<file path="config.mk">
export PLATFORM = sky130hd
export DESIGN_NAME = quad_cic_front
export DESIGN_NICKNAME = d
export VERILOG_FILES = /design/src/rtl/quad_cic_front.sv
export SDC_FILE = /design/constraint.sdc
export NUM_CORES = 2
export LEC_CHECK = 0
export ABC_AREA = 0
export BUFFER_PORTS_ARGS = -buffer_cell sky130_fd_sc_hd__clkbuf_2
export CORE_MARGIN = 2
export CORE_UTILIZATION = 55
export DETAILED_ROUTE_END_ITERATION = 8
export PLACE_DENSITY = 0.83
export SLEW_MARGIN = 0
export SYNTH_ARGS = -nofsm -noshare
export SYNTH_HDL_FRONTEND = slang
export SYNTH_SLANG_ARGS = --single-unit
</file>
<file path="constraint.sdc">
create_clock -name clk -period 25.7 [get_ports clk]
set_clock_uncertainty 0.05 [all_clocks]
set_input_delay 5.14 -clock clk [delete_from_list [all_inputs] [get_ports clk]]
set_output_delay 5.14 -clock clk [all_outputs]
set_load 0.01 [all_outputs]
</file>
<file path="src/rtl/quad_cic_front.sv">
module quad_cic_front #(
  parameter int IN_W = 4,
  parameter int LO_W = 8,
  parameter int M_W  = 6,
  parameter int R1   = 12,
  localparam int C1_W  = $clog2(R1),
  localparam int MIX_W = IN_W + LO_W,
  localparam int S1_W  = MIX_W + 4 * C1_W,
  localparam int S2_W  = S1_W + 4 * M_W,
  localparam int RAT_W = M_W + 6
) (
  input  logic             clk,
  input  logic             rst_n,
  input  logic             in_en,
  input  logic [IN_W-1:0]  in_data,
  input  logic [M_W-1:0]   m_cfg,
  input  logic             k_sel,
  input  logic             m_load,
  output logic             out_valid,
  output logic [S2_W-1:0]  out_i,
  output logic [S2_W-1:0]  out_q,
  output logic [RAT_W-1:0] dec_ratio
);

  localparam int LO_FULL = 2 ** (LO_W - 1) - 1;
  localparam int LO_DIAG = (LO_FULL * 181 + 128) / 256;

  function automatic logic signed [LO_W-1:0] lo_tap(input logic [2:0] p);
    case (p)
      3'd0:       return LO_W'(LO_FULL);
      3'd1, 3'd7: return LO_W'(LO_DIAG);
      3'd3, 3'd5: return LO_W'(-LO_DIAG);
      3'd4:       return LO_W'(-LO_FULL);
      default:    return '0;
    endcase
  endfunction

  logic             clr;
  logic [2:0]       ph;
  logic [C1_W-1:0]  c1;
  logic [M_W-1:0]   c2;
  logic [M_W-1:0]   m_act;
  logic             k_act;
  logic             s1_v;

  logic signed [MIX_W-1:0] xin, mix [2];
  logic signed [S1_W-1:0]  a1 [2][4], z1 [2][4], n1 [2][4], d1 [2][5], s1 [2];
  logic signed [S2_W-1:0]  a2 [2][4], z2 [2][4], n2 [2][4], d2 [2][5];

  assign clr = !rst_n || m_load;
  assign xin = MIX_W'($signed(in_data));
  assign dec_ratio = (k_act ? RAT_W'(48) : RAT_W'(60)) * (RAT_W'(m_act) + RAT_W'(1));

  always_comb begin
    mix[0] = xin * MIX_W'(lo_tap(ph));
    mix[1] = xin * MIX_W'(lo_tap(ph - 3'd2));
    for (int p = 0; p < 2; p++) begin
      n1[p][0] = a1[p][0] + S1_W'(mix[p]);
      for (int k = 1; k < 4; k++) n1[p][k] = a1[p][k] + n1[p][k-1];
      d1[p][0] = n1[p][3];
      for (int k = 0; k < 4; k++) d1[p][k+1] = d1[p][k] - z1[p][k];
      n2[p][0] = a2[p][0] + S2_W'(s1[p]);
      for (int k = 1; k < 4; k++) n2[p][k] = a2[p][k] + n2[p][k-1];
      d2[p][0] = n2[p][3];
      for (int k = 0; k < 4; k++) d2[p][k+1] = d2[p][k] - z2[p][k];
    end
  end

  always_ff @(posedge clk) begin
    if (!rst_n) begin
      m_act <= '0;
      k_act <= 1'b0;
    end else if (m_load) begin
      m_act <= m_cfg;
      k_act <= k_sel;
    end
  end

  always_ff @(posedge clk) begin
    if (clr) begin
      ph        <= '0;
      c1        <= '0;
      c2        <= '0;
      s1_v      <= 1'b0;
      out_valid <= 1'b0;
      out_i     <= '0;
      out_q     <= '0;
      for (int p = 0; p < 2; p++) begin
        s1[p] <= '0;
        for (int k = 0; k < 4; k++) begin
          a1[p][k] <= '0;
          z1[p][k] <= '0;
          a2[p][k] <= '0;
          z2[p][k] <= '0;
        end
      end
    end else begin
      s1_v      <= 1'b0;
      out_valid <= 1'b0;
      if (in_en) begin
        ph <= ph + 3'd1;
        for (int p = 0; p < 2; p++)
          for (int k = 0; k < 4; k++) a1[p][k] <= n1[p][k];
        if (c1 == C1_W'(R1 - 1)) begin
          c1   <= '0;
          s1_v <= 1'b1;
          for (int p = 0; p < 2; p++) begin
            s1[p] <= d1[p][4];
            for (int k = 0; k < 4; k++) z1[p][k] <= d1[p][k];
          end
        end else begin
          c1 <= c1 + C1_W'(1);
        end
      end
      if (s1_v) begin
        for (int p = 0; p < 2; p++)
          for (int k = 0; k < 4; k++) a2[p][k] <= n2[p][k];
        if (c2 == m_act) begin
          c2        <= '0;
          out_valid <= 1'b1;
          out_i     <= d2[0][4];
          out_q     <= d2[1][4];
          for (int p = 0; p < 2; p++)
            for (int k = 0; k < 4; k++) z2[p][k] <= d2[p][k];
        end else begin
          c2 <= c2 + M_W'(1);
        end
      end
    end
  end

endmodule


</file>
==> impl_metrics.json <==
{
  "dieArea_mm2": 0.217,
  "viasPerCell": 5.62,
  "layout_common_cells": "1365 x inv_1, 1342 x ha_1, 1336 x edfxtp_1, 992 x nor2_1, 949 x a21oi_1",
  "vias": 87200,
  "synth_seq_area_share": 0.364,
  "layout.nets": 14100,
  "ys_ff_latch": 1462,
  "drc": 0,
  "root_buffer": "clkbuf_16",
  "h-tree-depth": 4,
  "grt_pass1_vias": 85300,
  "io_pins": 132,
  "port-buffer-count": 129,
  "clock_path_buffers": 3,
  "drv_cap": 0,
  "drv_slew": 0,
  "post-cts-setup-buffer-count": 0,
  "cts_hold_buffers": 0,
  "synthArstFlopShare": 0,
  "synthDistinctLibCells": 94,
  "fmax_mhz": 55.2,
  "syn_area_mm2": 0.117,
  "worstSkewPairLatency_ns": 0.83,
  "post-route-util": 0.598,
  "cp.arrival_ns": 18.61,
  "status": "finished, final reports clean",
  "drive_above_1_share": 0.0420,
  "critical_path_class": "input pin to flop",
  "fill_cells": 17700,
  "num_rows": 169,
  "grt_overflow": 0,
  "post_cts_resized": 0,
  "hold_viol_final": 0,
  "syn_to_final_growth_pct": 8.16,
  "cts_buffers": 170,
  "dp_hpwl_um": 170000,
  "clock_sinks": 1462,
  "routed_wl_um": 237000,
  "stdcell_count": 15500,
  "rsz0062_at_grt": "no",
  "grt_pass1_wl_um": 401000,
  "final_common_cell": "inv_1",
  "critPathMaxFanout": 7,
  "firstDrtPassIters": 8,
  "fin_tns_setup_ns": 0,
  "synth_edf_count": 1336,
  "hold_path.class": "flop to flop",
  "grt.total_usage": 0.215,
  "ant_nets": 0,
  "multi_input_area_mm2": 0.0686,
  "slew_headroom": 0.242,
  "reg2reg_slack_ns": 8.04,
  "antenna_found_initial": 1,
  "synth_cells": 12400,
  "clk_pin_slew_ns": 0.06,
  "worst_pin_slew_ns": 1.14,
  "start_util": 0.553,
  "globalplace.congestion": 0.877,
  "worstSetupStartpointType": "input pin",
  "grt_start_max_net_pins": 175,
  "cp.required_ns": 26.18,
  "syn-mean-instance-area_um2": 9.43,
  "finalCritPeriodShare": 0.705,
  "cpMostUsedCell": "a21oi_1",
  "slowest_delay_ns": 0.53,
  "synth.yosys.warnings": 0,
  "regArea_mm2": 0.0426,
  "wl_per_cell_um": 15.3,
  "slowest_stage": "fa_1",
  "period_needed_ns": 18.12,
  "first_iter_violations": 5449,
  "setup_viol": 0,
  "cts_tree": "done",
  "fin_hold_ws_ns": 0.400,
  "coreArea_mm2": 0.212,
  "die_x_um": 466,
  "dieHeight_um": 466,
  "dp.cells": 15200,
  "worstSetupEndpointType": "flop",
  "synth_ff_type": "edfxtp_1"
}
==> critical path: cells and delay by family <==
family | cells | cell delay (ns)
buffers and inverters | 3 | 0.32
AND/OR/NAND/NOR | 13 | 2.34
AO/OA/AOI/OAI | 25 | 5.38
adder cells (fa/ha/maj) | 11 | 3.88
XOR/XNOR | 8 | 1.51
==> layout make-up <==
type	instances	area share
Sequential cell	1462	0.336
Tap cell	2821	0.0279
Multi-Input combinational cell	9375	0.541
Timing Repair Buffer	164	0.00746
Clock buffer	210	0.0381
Antenna cell	1	0.0000197
Clock inverter	103	0.00798
Inverter	1368	0.0406
==> state kept, by name (all words and copies together) (netlist names) <==
signal     flops
a2           416
z2           416
ph             3
out_i         52
k_act          1
out_q         52
c2             6
out_valid      1
z1           224
s1_v           1
c1             4
m_act          6
s1            56
a1           224
==> cells in the mapped netlist, drive strengths merged, types with 38 or more instances <==
cell type  instances  area (um2)
inv             1366        5130
ha              1342       16800
edfxtp          1336       40100
nor2             992        3720
a21oi            950        4750
and2             932        5830
xnor2            720        6310
a21o             606        4550
nand2            581        2180
o21ai            570        2850
xor2             425        3730
clkbuf           210         788
o21bai           203        1520
nand3            176         886
nor3             171         856
nand2b           168        1050
nor2b            161        1010
fa               153        3060
o21a             153        1150
and3             141         882
dfxtp            126        2520
a31oi             89         557
nand4             84         532
a211oi            81         623
a21boi            54         405
or2               43         269
o31ai             42         325
o211ai            41         308
or3               38         238
==> layer usage <==
| layer | share of wire | routed length [um] | vias to the layer above | GRT usage |
|---|---|---|---|---|
| li1 | - | - | 44100 | - |
| met1 | 0.46 | 108000 | 41500 | 0.279 |
| met2 | 0.49 | 117000 | 1304 | 0.379 |
| met3 | 0.031 | 7450 | 350 | 0.0239 |
| met4 | 0.021 | 4990 | 0 | 0.0553 |
| met5 | 0 | 0 | - | 0 |
==> worst paths after layout <==
| path | from | endpoint | cells after the start |
|---|---|---|---|
| worst max-delay path | in_data[3] | s1[0][27] | 60 |
| worst min register to register | out_q[16] | out_q[16] | 2 |
| worst max register to register | s1[0][0] | out_i[51] | 76 |
| worst min-delay path | out_q[16] | out_q[16] | 2 |
==> cells by family after synthesis <==
| family | share of synthesized area |
|---|---|
| compound gates | 0.171 |
| xor+xnor | 0.0873 |
| fa+ha+maj | 0.169 |
| buf+inv | 0.0510 |
| flops | 0.364 |
| mux | 0.00154 |
| other cells | 0.0000320 |
| simple gates | 0.156 |
==> per-stage QoR <==
step | setup WS (ns) | cell area [um2]
floorplan | 8.36 | 117000
global placement | 7.25 | 121000
detailed placement | 6.98 | 121000
CTS | 7.72 | 127000
global route | 6.57 | 127000
finish | 7.58 | 127000
Power is not shown: default switching activity piles up to over one toggle a cycle in this logic, so the estimate is an artifact.
